### src/rtl/can_fc_pkg.sv
package can_fc_pkg;
  typedef enum logic [1:0] {
    FC_ACTIVE  = 2'd0,
    FC_PASSIVE = 2'd1,
    FC_BUSOFF  = 2'd2
  } fc_state_e;

  typedef enum logic [1:0] {
    SEL_COUNTERS = 2'd0,
    SEL_LIMIT    = 2'd1,
    SEL_FLAGCLR  = 2'd2,
    SEL_ENABLE   = 2'd3
  } fc_sel_e;

  localparam int FLAG_BUSERR  = 7;
  localparam int FLAG_PASSIVE = 5;
  localparam int FLAG_WARN    = 2;
endpackage

### src/rtl/can_fc_counters.sv
module can_fc_counters #(
  parameter int TX_W    = 9,
  parameter int RX_W    = 8,
  parameter int LIM_W   = 8,
  parameter int TX_INC  = 8,
  parameter int RX_INC  = 1,
  parameter int PASS_TH = 127,
  parameter int BOFF_TH = 255
) (
  input  logic             clk,
  input  logic             rst_n,
  input  logic             tx_err,
  input  logic             tx_ok,
  input  logic             rx_err,
  input  logic             rx_ok,
  input  logic             clr,
  input  logic [LIM_W-1:0] lim_q,
  input  logic [LIM_W-1:0] lim_nx,
  output logic [TX_W-1:0]  tx_q,
  output logic [RX_W-1:0]  rx_q,
  output logic             warn_q,
  output logic             warn_nx,
  output logic             pas_q,
  output logic             pas_nx,
  output logic             boff_q,
  output logic             boff_nx
);
  localparam int RX_MAX = (1 << RX_W) - 1;

  logic [TX_W-1:0] tx_nx;
  logic [RX_W-1:0] rx_nx;
  logic            upd;

  function automatic logic over_lim(input logic [TX_W-1:0] t,
                                    input logic [RX_W-1:0] r,
                                    input logic [LIM_W-1:0] l);
    return (int'(t) >= int'(l)) || (int'(r) >= int'(l));
  endfunction

  assign boff_q  = int'(tx_q) > BOFF_TH;
  assign boff_nx = int'(tx_nx) > BOFF_TH;
  assign pas_q   = (int'(tx_q) > PASS_TH) || (int'(rx_q) > PASS_TH);
  assign pas_nx  = (int'(tx_nx) > PASS_TH) || (int'(rx_nx) > PASS_TH);
  assign warn_q  = over_lim(tx_q, rx_q, lim_q);
  assign warn_nx = over_lim(tx_nx, rx_nx, lim_nx);
  assign upd     = tx_err | tx_ok | rx_err | rx_ok | clr;

  always_comb begin
    tx_nx = tx_q;
    rx_nx = rx_q;
    if (clr) begin
      tx_nx = '0;
      rx_nx = '0;
    end else begin
      if (!boff_q) begin
        if (tx_err)
          tx_nx = tx_q + TX_W'(TX_INC);
        else if (tx_ok && (tx_q != '0))
          tx_nx = tx_q - 1'b1;
      end
      if (rx_err) begin
        if (int'(rx_q) > RX_MAX - RX_INC)
          rx_nx = RX_W'(RX_MAX);
        else
          rx_nx = rx_q + RX_W'(RX_INC);
      end else if (rx_ok && (rx_q != '0)) begin
        rx_nx = rx_q - 1'b1;
      end
    end
  end

  always_ff @(posedge clk or negedge rst_n) begin
    if (!rst_n) begin
      tx_q <= '0;
      rx_q <= '0;
    end else if (upd) begin
      tx_q <= tx_nx;
      rx_q <= rx_nx;
    end
  end

  a_r1_tx_add: assert property (@(posedge clk) disable iff (!rst_n)
    (tx_err && !clr && !boff_q) |=> (tx_q == $past(tx_q) + TX_W'(TX_INC)));
  a_r2_rx_floor: assert property (@(posedge clk) disable iff (!rst_n)
    (rx_ok && !rx_err && !clr && (rx_q == '0)) |=> (rx_q == '0));
  a_r6_busoff_frozen: assert property (@(posedge clk) disable iff (!rst_n)
    (boff_q && !clr) |=> $stable(tx_q));
  a_r4_clear: assert property (@(posedge clk) disable iff (!rst_n)
    clr |=> ((tx_q == '0) && (rx_q == '0)));
endmodule

### src/rtl/can_fc_capture.sv
module can_fc_capture #(
  parameter int KIND_W = 2,
  parameter int SEG_W  = 5
) (
  input  logic              clk,
  input  logic              rst_n,
  input  logic              tx_err,
  input  logic              rx_err,
  input  logic              clr,
  input  logic [KIND_W-1:0] kind_in,
  input  logic [SEG_W-1:0]  seg_in,
  output logic [KIND_W-1:0] kind_q,
  output logic              dir_q,
  output logic [SEG_W-1:0]  seg_q
);
  logic [KIND_W-1:0] kind_nx;
  logic              dir_nx;
  logic [SEG_W-1:0]  seg_nx;
  logic              cap_en;

  assign cap_en = clr | tx_err | rx_err;

  always_comb begin
    kind_nx = kind_in;
    seg_nx  = seg_in;
    dir_nx  = !tx_err;
    if (clr) begin
      kind_nx = '0;
      seg_nx  = '0;
      dir_nx  = 1'b0;
    end
  end

  always_ff @(posedge clk or negedge rst_n) begin
    if (!rst_n) begin
      kind_q <= '0;
      dir_q  <= 1'b0;
      seg_q  <= '0;
    end else if (cap_en) begin
      kind_q <= kind_nx;
      dir_q  <= dir_nx;
      seg_q  <= seg_nx;
    end
  end

  a_r7_dir_rx: assert property (@(posedge clk) disable iff (!rst_n)
    (rx_err && !tx_err && !clr) |=> dir_q);
  a_r7_dir_tx: assert property (@(posedge clk) disable iff (!rst_n)
    (tx_err && !clr) |=> !dir_q);
endmodule

### src/rtl/can_fc_irq.sv
module can_fc_irq #(
  parameter int FLAG_W  = 8,
  parameter int BE_BIT  = 7,
  parameter int PAS_BIT = 5,
  parameter int WRN_BIT = 2
) (
  input  logic              clk,
  input  logic              rst_n,
  input  logic              ev_be,
  input  logic              ev_pas,
  input  logic              ev_wrn,
  input  logic              en_we,
  input  logic              clr_we,
  input  logic [FLAG_W-1:0] wdata,
  output logic [FLAG_W-1:0] flags_q,
  output logic              irq
);
  localparam logic [FLAG_W-1:0] IMPL =
    FLAG_W'((1 << BE_BIT) | (1 << PAS_BIT) | (1 << WRN_BIT));

  logic [FLAG_W-1:0] en_q, en_nx, flags_nx, set_v, clr_v;

  always_comb begin
    set_v = '0;
    set_v[BE_BIT]  = ev_be;
    set_v[PAS_BIT] = ev_pas;
    set_v[WRN_BIT] = ev_wrn;
    set_v    = set_v & en_q;
    clr_v    = clr_we ? (wdata & IMPL) : '0;
    flags_nx = (flags_q & ~clr_v) | set_v;
    en_nx    = en_we ? (wdata & IMPL) : en_q;
  end

  always_ff @(posedge clk or negedge rst_n) begin
    if (!rst_n) begin
      flags_q <= '0;
      en_q    <= '0;
    end else begin
      flags_q <= flags_nx;
      if (en_we) en_q <= en_nx;
    end
  end

  assign irq = |flags_q;

  a_r8_masked_be: assert property (@(posedge clk) disable iff (!rst_n)
    (!en_q[BE_BIT] && !flags_q[BE_BIT]) |=> !flags_q[BE_BIT]);
  a_r9_w1c_pas: assert property (@(posedge clk) disable iff (!rst_n)
    (clr_we && wdata[PAS_BIT] && !(ev_pas && en_q[PAS_BIT])) |=> !flags_q[PAS_BIT]);
  a_r8_only_impl: assert property (@(posedge clk) disable iff (!rst_n)
    $countones(flags_q & ~IMPL) == 0);
endmodule

### src/rtl/can_fault_conf.sv
module can_fault_conf #(
  parameter int TX_W     = 9,
  parameter int RX_W     = 8,
  parameter int LIM_W    = 8,
  parameter int KIND_W   = 2,
  parameter int SEG_W    = 5,
  parameter int WARN_RST = 96
) (
  input  logic        clk,
  input  logic        rst_n,
  input  logic        tx_err_i,
  input  logic        rx_err_i,
  input  logic        tx_ok_i,
  input  logic        rx_ok_i,
  input  logic [1:0]  err_kind_i,
  input  logic [4:0]  err_seg_i,
  input  logic        wr_en_i,
  input  logic [1:0]  wr_sel_i,
  input  logic [31:0] wr_data_i,
  output logic [31:0] cnt_word_o,
  output logic [31:0] stat_word_o,
  output logic [7:0]  flag_word_o,
  output logic [1:0]  node_state_o,
  output logic        irq_o
);
  import can_fc_pkg::*;

  logic [LIM_W-1:0]  lim_q, lim_nx;
  logic              clr, lim_we;
  logic [TX_W-1:0]   tx_q;
  logic [RX_W-1:0]   rx_q;
  logic              warn_q, warn_nx, pas_q, pas_nx, boff_q, boff_nx;
  logic [KIND_W-1:0] kind_q;
  logic              dir_q;
  logic [SEG_W-1:0]  seg_q;
  logic [7:0]        tx_view;
  fc_state_e         st;

  assign clr    = wr_en_i && (wr_sel_i == SEL_COUNTERS) && (wr_data_i == '0);
  assign lim_we = wr_en_i && (wr_sel_i == SEL_LIMIT);
  assign lim_nx = lim_we ? wr_data_i[LIM_W-1:0] : lim_q;

  always_ff @(posedge clk or negedge rst_n) begin
    if (!rst_n) lim_q <= LIM_W'(WARN_RST);
    else if (lim_we) lim_q <= lim_nx;
  end

  can_fc_counters #(.TX_W(TX_W), .RX_W(RX_W), .LIM_W(LIM_W)) u_cnt (
    .clk(clk), .rst_n(rst_n), .tx_err(tx_err_i), .tx_ok(tx_ok_i),
    .rx_err(rx_err_i), .rx_ok(rx_ok_i), .clr(clr), .lim_q(lim_q),
    .lim_nx(lim_nx), .tx_q(tx_q), .rx_q(rx_q), .warn_q(warn_q),
    .warn_nx(warn_nx), .pas_q(pas_q), .pas_nx(pas_nx), .boff_q(boff_q),
    .boff_nx(boff_nx)
  );

  can_fc_capture #(.KIND_W(KIND_W), .SEG_W(SEG_W)) u_cap (
    .clk(clk), .rst_n(rst_n), .tx_err(tx_err_i), .rx_err(rx_err_i),
    .clr(clr), .kind_in(err_kind_i), .seg_in(err_seg_i),
    .kind_q(kind_q), .dir_q(dir_q), .seg_q(seg_q)
  );

  can_fc_irq #(.FLAG_W(8), .BE_BIT(FLAG_BUSERR), .PAS_BIT(FLAG_PASSIVE),
               .WRN_BIT(FLAG_WARN)) u_irq (
    .clk(clk), .rst_n(rst_n),
    .ev_be(tx_err_i | rx_err_i),
    .ev_pas(pas_q != pas_nx),
    .ev_wrn((warn_q != warn_nx) || (boff_q != boff_nx)),
    .en_we(wr_en_i && (wr_sel_i == SEL_ENABLE)),
    .clr_we(wr_en_i && (wr_sel_i == SEL_FLAGCLR)),
    .wdata(wr_data_i[7:0]),
    .flags_q(flag_word_o), .irq(irq_o)
  );

  always_comb begin
    tx_view = (int'(tx_q) > 255) ? 8'hFF : tx_q[7:0];
    if (boff_q)     st = FC_BUSOFF;
    else if (pas_q) st = FC_PASSIVE;
    else            st = FC_ACTIVE;
  end

  assign cnt_word_o   = {8'h00, 8'(rx_q), 8'h00, tx_view};
  assign stat_word_o  = {8'h00, kind_q, dir_q, seg_q, 8'h00, boff_q, warn_q, 6'b0};
  assign node_state_o = st;

  a_r6_state_legal: assert property (@(posedge clk) disable iff (!rst_n)
    node_state_o != 2'd3);
  a_r5_limit_load: assert property (@(posedge clk) disable iff (!rst_n)
    lim_we |=> (lim_q == $past(wr_data_i[LIM_W-1:0])));
endmodule

### config.mk
export PLATFORM = sky130hd
export DESIGN_NAME = can_fault_conf
export DESIGN_NICKNAME = d
export VERILOG_FILES = /design/src/rtl/can_fc_pkg.sv /design/src/rtl/can_fc_counters.sv /design/src/rtl/can_fc_capture.sv /design/src/rtl/can_fc_irq.sv /design/src/rtl/can_fault_conf.sv
export SDC_FILE = /design/constraint.sdc
export NUM_CORES = 1
export LEC_CHECK = 0
export BUFFER_PORTS_ARGS = -buffer_cell sky130_fd_sc_hd__buf_2
export CAP_MARGIN = 20
export CORE_ASPECT_RATIO = 1.5
export CORE_MARGIN = 2
export CORE_UTILIZATION = 25
export CTS_BUF_LIST = sky130_fd_sc_hd__clkbuf_8
export CTS_CLUSTER_SIZE = 8
export DETAILED_ROUTE_END_ITERATION = 10
export PLACE_DENSITY = 0.42
export SYNTH_ARGS = -nofsm -noshare
export SYNTH_HDL_FRONTEND = slang
export SYNTH_HIERARCHICAL = 1
export SYNTH_SLANG_ARGS = --single-unit
### constraint.sdc
create_clock -name clk -period 5.4 [get_ports clk]
set_clock_uncertainty 0.05 [all_clocks]
set_input_delay 1.35 -clock clk [delete_from_list [all_inputs] [get_ports clk]]
set_output_delay 1.35 -clock clk [all_outputs]
set_load 0.005 [all_outputs]
# --- Yosys cells after proc, flatten, opt, wreduce, memory -nomap -nowiden ---
# Cells that the tools add are included.
totals:
  ff_bits: 44
  inputBits: 48
  out_inout_bits: 75
  word_cells: 74
op_classes:
  addsub: 4
  magnitude_cmp: 11
  eq_ne: 6
  mux: 16
  bitwise: 11
  reduce_logical: 18
op_table:
  columns: ["operator", "n"]
  rows:
  - ["$mux 8", 7]
  - ["$mux 9", 4]
  - ["$logic_not 32->1", 1]
  - ["$ge 9x8->1", 2]
  - ["$gt 9x7->1 const B", 2]
  - ["$gt 9x8->1 const B", 2]
  - ["$and 8x8->8", 2]
  - ["$ge 8x8->1", 2]
  - ["$gt 8x7->1 const B", 2]
  - ["$add 9x4->9 const B", 1]
  - ["$reduce_bool 9->1", 1]
  - ["$sub 9x1->9 const B", 1]
  - ["$add 8x1->8 const B", 1]
  - ["$gt 8x8->1 const B", 1]
  - ["$not 8->8", 1]
  - ["$or 8x8->8", 1]
  - ["$reduce_bool 8->1", 1]
  - ["$reduce_or 8->1", 1]
  - ["$sub 8x1->8 const B", 1]
  - ["$logic_and 1x1->1", 7]
  - ["$or 1x1->1", 7]
  - ["$logic_or 1x1->1", 5]
  - ["$mux 5", 1]
  - ["$eq 2x2->1 const B", 2]
  - ["6 further kinds", 10]

# --- Depth between registers and ports, before layout ---
depth:
  depth_word: 12
  mapped_depth: 19
  ltp_nobuf: 19

# --- Hierarchy ---
# Netlist, hierarchy kept.
modules_own_cells:
  columns: ["module", "n_inst", "cells_per_inst", "area_per_inst_um2", "seq_area_each_um2"]
  rows:
  - ["can_fc_counters", 1, 250, 2053.2, 425.4]
  - ["can_fault_conf", 1, 100, 965.9, 202.7]
  - ["can_fc_capture", 1, 34, 360.3, 200.2]
  - ["can_fc_irq", 1, 22, 270.3, 150.1]

# --- Worst setup path after synthesis ---
# Ideal clock, no wire load.
synth_path:
  path_type: "input to register"
  start: "input tx_err_i"
  end: "register u_irq.flags_q[2]"
  setup_time_ns: 0.121
  arrival_ns: 4.822
  required_ns: 5.229
  setup_slack_ns: 0.407
  path_stages: 17
  path_buffers: 1
  cell_sequence: "clkbuf_1 -> nand2b_1 -> or2_2 -> nor3_1 -> a21oi_1 -> or3_1 -> a21oi_1 -> ha_1 -> and3_1 -> a31o_2 -> a21o_1 -> maj3_2 -> maj3_2 -> a311o_1 -> xnor2_1 -> nand2_1 -> a22o_2"
synth_via:
  elab_chain_cells: 9
  word_cells_on_any_way: 11
  cone_classes: "order compare: 2; eq/ne: 2; mux: 3; bitwise: 2; reduce/logical: 2"
synth_lines:
  columns: ["element", "line_no", "text"]
  rows:
  - ["from (decl)", "can_fault_conf.sv:11", "input logic tx_err_i,"]
  - ["$mux 9", "can_fc_counters.sv:56", "if (tx_err)"]
  - ["$mux 9", "can_fc_counters.sv:55", "if (!boff_q) begin"]
  - ["$mux 9", "can_fc_counters.sv:51", "if (clr) begin"]
  - ["net u_cnt.tx_nx[6]", "can_fc_counters.sv:30", "logic [TX_W-1:0] tx_nx;"]
  - ["$ge 9x8->1", "can_fc_counters.sv:37", "return (int'(t) >= int'(l)) || (int'(r) >= int'(l));"]
  - ["$logic_or 1x1->1", "can_fc_counters.sv:37", null]
  - ["net warn_nx", "can_fault_conf.sv:32", "logic warn_q, warn_nx, pas_q, pas_nx, boff_q, boff_nx;"]
  - ["$ne 1x1->1", "can_fault_conf.sv:67", ".ev_wrn((warn_q != warn_nx) || (boff_q != boff_nx)),"]
  - ["$logic_or 1x1->1", "can_fault_conf.sv:67", null]
  - ["$and 8x8->8", "can_fc_irq.sv:28", "set_v = set_v & en_q;"]
  - ["$or 8x8->8", "can_fc_irq.sv:30", "flags_nx = (flags_q & ~clr_v) | set_v;"]
  - ["net u_irq.flags_nx[2]", "can_fc_irq.sv:21", "logic [FLAG_W-1:0] en_q, en_nx, flags_nx, set_v, clr_v;"]
  - ["to (signal assigned)", "can_fc_irq.sv:39", "flags_q <= flags_nx;"]
  - ["to (decl)", "can_fc_irq.sv:15", "output logic [FLAG_W-1:0] flags_q,"]
# The timed path passes the listed nets, and every way through them passes these cells.
# A chain may end at the register's enable or synchronous reset.

# --- Final worst setup path ---
layout_path:
  start: "input wr_sel_i[0]"
  end: "register u_irq.flags_q[2]"
layout_via:
  elab_chain_cells: 10
  word_cells_on_any_way: 22
  cone_classes: "order compare: 3; eq/ne: 4; mux: 4; bitwise: 4; reduce/logical: 7"
layout_lines:
  columns: ["element", "line_no", "text"]
  rows:
  - ["from (decl)", "can_fault_conf.sv:18", "input logic [1:0] wr_sel_i,"]
  - ["$logic_not 2->1", "can_fault_conf.sv:39", "assign clr = wr_en_i && (wr_sel_i == SEL_COUNTERS) && (wr_data_i == '0);"]
  - ["$logic_and 1x1->1 (2 in series)", "can_fault_conf.sv:39", null]
  - ["net clr", "can_fault_conf.sv:29", "logic clr, lim_we;"]
  - ["$mux 9", "can_fc_counters.sv:51", null]
  - ["net u_cnt.tx_nx[7]", "can_fc_counters.sv:30", null]
  - ["$ge 9x8->1", "can_fc_counters.sv:37", null]
  - ["$logic_or 1x1->1", "can_fc_counters.sv:37", null]
  - ["net warn_nx", "can_fault_conf.sv:32", null]
  - ["$ne 1x1->1", "can_fault_conf.sv:67", null]
  - ["$logic_or 1x1->1", "can_fault_conf.sv:67", null]
  - ["$and 8x8->8", "can_fc_irq.sv:28", null]
  - ["$or 8x8->8", "can_fc_irq.sv:30", null]
  - ["net u_irq.flags_nx[2]", "can_fc_irq.sv:21", null]
# The timed path passes the listed nets, and every way through them passes these cells.

==> flow_metrics.env <==
export IMPL_vias=3116
export IMPL_synthCells=406
export IMPL_drc=0
export IMPL_p_switching_mw=0.8167
export IMPL_place_area_sq_um=4070
export IMPL_synthTopCellsByCount="buf_4, ha_1, dfrtp_1"
export IMPL_die_area_sq_um=15600
export IMPL_synth_area_top_cells="dfrtp_1, ha_1, buf_4"
export IMPL_arrival_ps=5080
export IMPL_cts_sinks=39
export IMPL_htreeDepth=2
export IMPL_drt_initial_drc_count=142
export IMPL_row_count=54
export IMPL_io_buffers=79
export IMPL_p_int_mw=1.040
export IMPL_die_y_microns=152.0
export IMPL_crit_type="input pin to register"
export IMPL_synthesis_area_sq_um=3650
export IMPL_max_cap_violations=0
export IMPL_post_cts_buffers=0
export IMPL_powerDensity_nw_per_um2=441.9
export IMPL_slowest_stage="nor3_2"
export IMPL_cts_resized_gates=0
export IMPL_cts_tree="done"
export IMPL_worstSkewPairLatency_ps=300
export IMPL_syn_to_final_growth_pct=15.15
export IMPL_final_area_sq_um=4203
export IMPL_cpPeakStageDelay_ps=500
export IMPL_dp_slack_ps=76.05
export IMPL_die_x_microns=102.7
export IMPL_grt_usage_pct=13.96
export IMPL_core_area_sq_um=14390
export IMPL_vias_per_cell=4.603
export IMPL_instances_no_fill=677
export IMPL_drive_gt1_share_pct=29.31
export IMPL_max_freq_mhz=202.2
export IMPL_fin_util_pct=29.20
export IMPL_cp_cell_sequence="buf_2 -> nor4_1 -> nand4_1 -> nor3_2 -> nor2_1 -> ha_1 -> and3_1 -> a31o_2 -> a21o_1 -> maj3_2 -> maj3_2 -> a311o_1 -> xnor2_1 -> nand2_1 -> a22o_2"
export IMPL_tightest_slew_ps=926.1
export IMPL_finalCritPeriodShare_pct=91.60
export IMPL_leakagePower_nw=2.005
export IMPL_diodes=0
export IMPL_grt_max_degree=40
export IMPL_cts_buffer_depth=2
export IMPL_final_antenna_net_count=0
export IMPL_synthFlopType="dfrtp_1"
export IMPL_hold_worst_slack_ps=459.3
export IMPL_wl_per_cell_microns=15.47
export IMPL_synth_most_common_cell="buf_4"
export IMPL_antenna_found_initial=0
export IMPL_setup_worst_path_start_class="input pin"
export IMPL_dp_hpwl_microns=8562
export IMPL_grt_overflow=0
export IMPL_yosysTopAreaCell="dfrtp_1"
export IMPL_maxSlewViolCount=0
export IMPL_cp_required_ps=5530
export IMPL_ctsHoldBuffers=0
export IMPL_power_frac_seq_pct=29.9
export IMPL_fin_nets=566
export IMPL_fin_tns_setup_ps=0
export IMPL_dp_cells=669
export IMPL_syn_area_per_cell_sq_um=8.990
export IMPL_drt_total_wl_microns=10470
export IMPL_min_period_ps=4947
export IMPL_io_pins=123
export IMPL_rsz0062_at_grt="false"
export IMPL_hold_viol_final=0
export IMPL_synth_cell_types=64
export IMPL_hold_class="register to register"
export IMPL_crit_path_end_kind="register"
export IMPL_yosysSeqAreaShare_pct=26.81
export IMPL_crit_top_cell="maj3_2"
export IMPL_synth_top_area_share_pct=25.37
export IMPL_numCtsBuffers=5
export IMPL_yosysWarnings=6
export IMPL_clkTransAtPathRegs_ps=70
export IMPL_status="completed"
export IMPL_root_buffer="clkbuf_8"
export IMPL_synth_seq_cells=39
export IMPL_setup_viol=0
export IMPL_power_mw=1.857
export IMPL_swShare_pct=43.98
export IMPL_combPwrFrac_pct=54.5
export IMPL_irDropWorstVdd_uv=176.4
export IMPL_grt_pass1_wl_microns=16970
export IMPL_synth_edf_count=0
export IMPL_crit_fanout=7
export IMPL_drt_pass1_iter_count=4
export IMPL_final_setup_worst_slack_ps=453.4
export IMPL_grt_pass1_vias=3189
export IMPL_place_congestion=0.8698
export IMPL_pwr_share_clk_pct=15.7
export IMPL_ys_async_sr_fraction_pct=100.0
export IMPL_start_util_pct=25.36
export IMPL_relSlewSlack_pct=37.74
## path summary, 6_finish.rpt
| check | startpoint | end | slack (ps) | depth (start not counted) |
|---|---|---|---|---|
| worst min-delay path | u_irq/en_q[2]$_DFFE_PN0P_ | u_irq/flags_q[2]$_DFF_PN0_ | 460 | 1 |
| min in group asynchronous | rst_n | lim_q[4]$_DFFE_PN0P_ | 1120 | 1 |
| worst min register to register | u_irq/en_q[2]$_DFFE_PN0P_ | u_irq/flags_q[2]$_DFF_PN0_ | 460 | 1 |
| worst max register to register | u_cnt/rx_q[4]$_DFFE_PN0P_ | u_irq/flags_q[2]$_DFF_PN0_ | 520 | 15 |
| worst max-delay path | wr_sel_i[0] | u_irq/flags_q[2]$_DFF_PN0_ | 450 | 15 |
| max in group asynchronous | rst_n | lim_q[7]$_DFFE_PN0P_ | 3590 | 1 |
## cell families after synthesis
| family | after synthesis | share of synthesized area (%) |
|---|---|---|
| and+or+nand+nor | 112 | 17.35 |
| AOI/OAI and AO/OA | 95 | 18.03 |
| buffers and inverters | 90 | 14.81 |
| adders and majority gates | 40 | 13.64 |
| DFF | 39 | 26.81 |
| muxes | 21 | 7.473 |
| xor gates and xnor gates | 7 | 1.680 |
| other | 2 | 0.2058 |
## critical path, delay by kind of cell
family          cells  cell delay (ps)
compound gates      4             1050
buf+inv             1              130
simple gates        6             1480
xor+xnor            1              160
fa+ha+maj           3              920
## sequential cells by signal, indices dropped and copies added (netlist names)
signal         cells
u_cnt/tx_q         9
lim_q              8
u_cnt/rx_q         8
u_cap/seg_q        5
u_irq/en_q         3
u_irq/flags_q      3
u_cap/kind_q       2
u_cap/dir_q        1
## layout by cell type, fill, tap and decap left out, types with 11 or more instances in the layout
cell type	count
buf_2	79
conb_1	43
ha_1	38
dfrtp_1	37
inv_1	31
a21oi_1	31
nor2_1	24
o21ai_0	18
nand2_1	13
or2_2	11
## routing by layer
| layer | global-route usage (%) | share of wire (%) | up-vias |
|---|---|---|---|
| met5 | 0 | 0 | - |
| met4 | 6.032 | 3.7 | 0 |
| met3 | 1.840 | 5.0 | 17 |
| met2 | 24.68 | 52 | 124 |
| met1 | 16.41 | 39 | 1455 |
| li1 | - | - | 1520 |
## cell type report
type	count	area, sq um
clock inverter	3	63.81
sequential	39	978.4
tap	196	245.2
timing repair buffer	85	440.4
clock buffer	5	68.82
inverter	31	116.4
fill	1570	10190
multi-input combinational	318	2290
## power groups by stage
stage / Clock, mW / Sequential [mW] / Combinational (mW)
5_1_grt: 0.310 / 0.582 / 1.15
3_3_place_gp: 0 / 0.563 / 1.00
3_5_place_dp: 0 / 0.564 / 1.02
6_report: 0.291 / 0.554 / 1.01
4_1_cts: 0.301 / 0.558 / 1.03
2_1_floorplan: 0 / 0.496 / 0.732
Power figures use the tool's default switching activity.
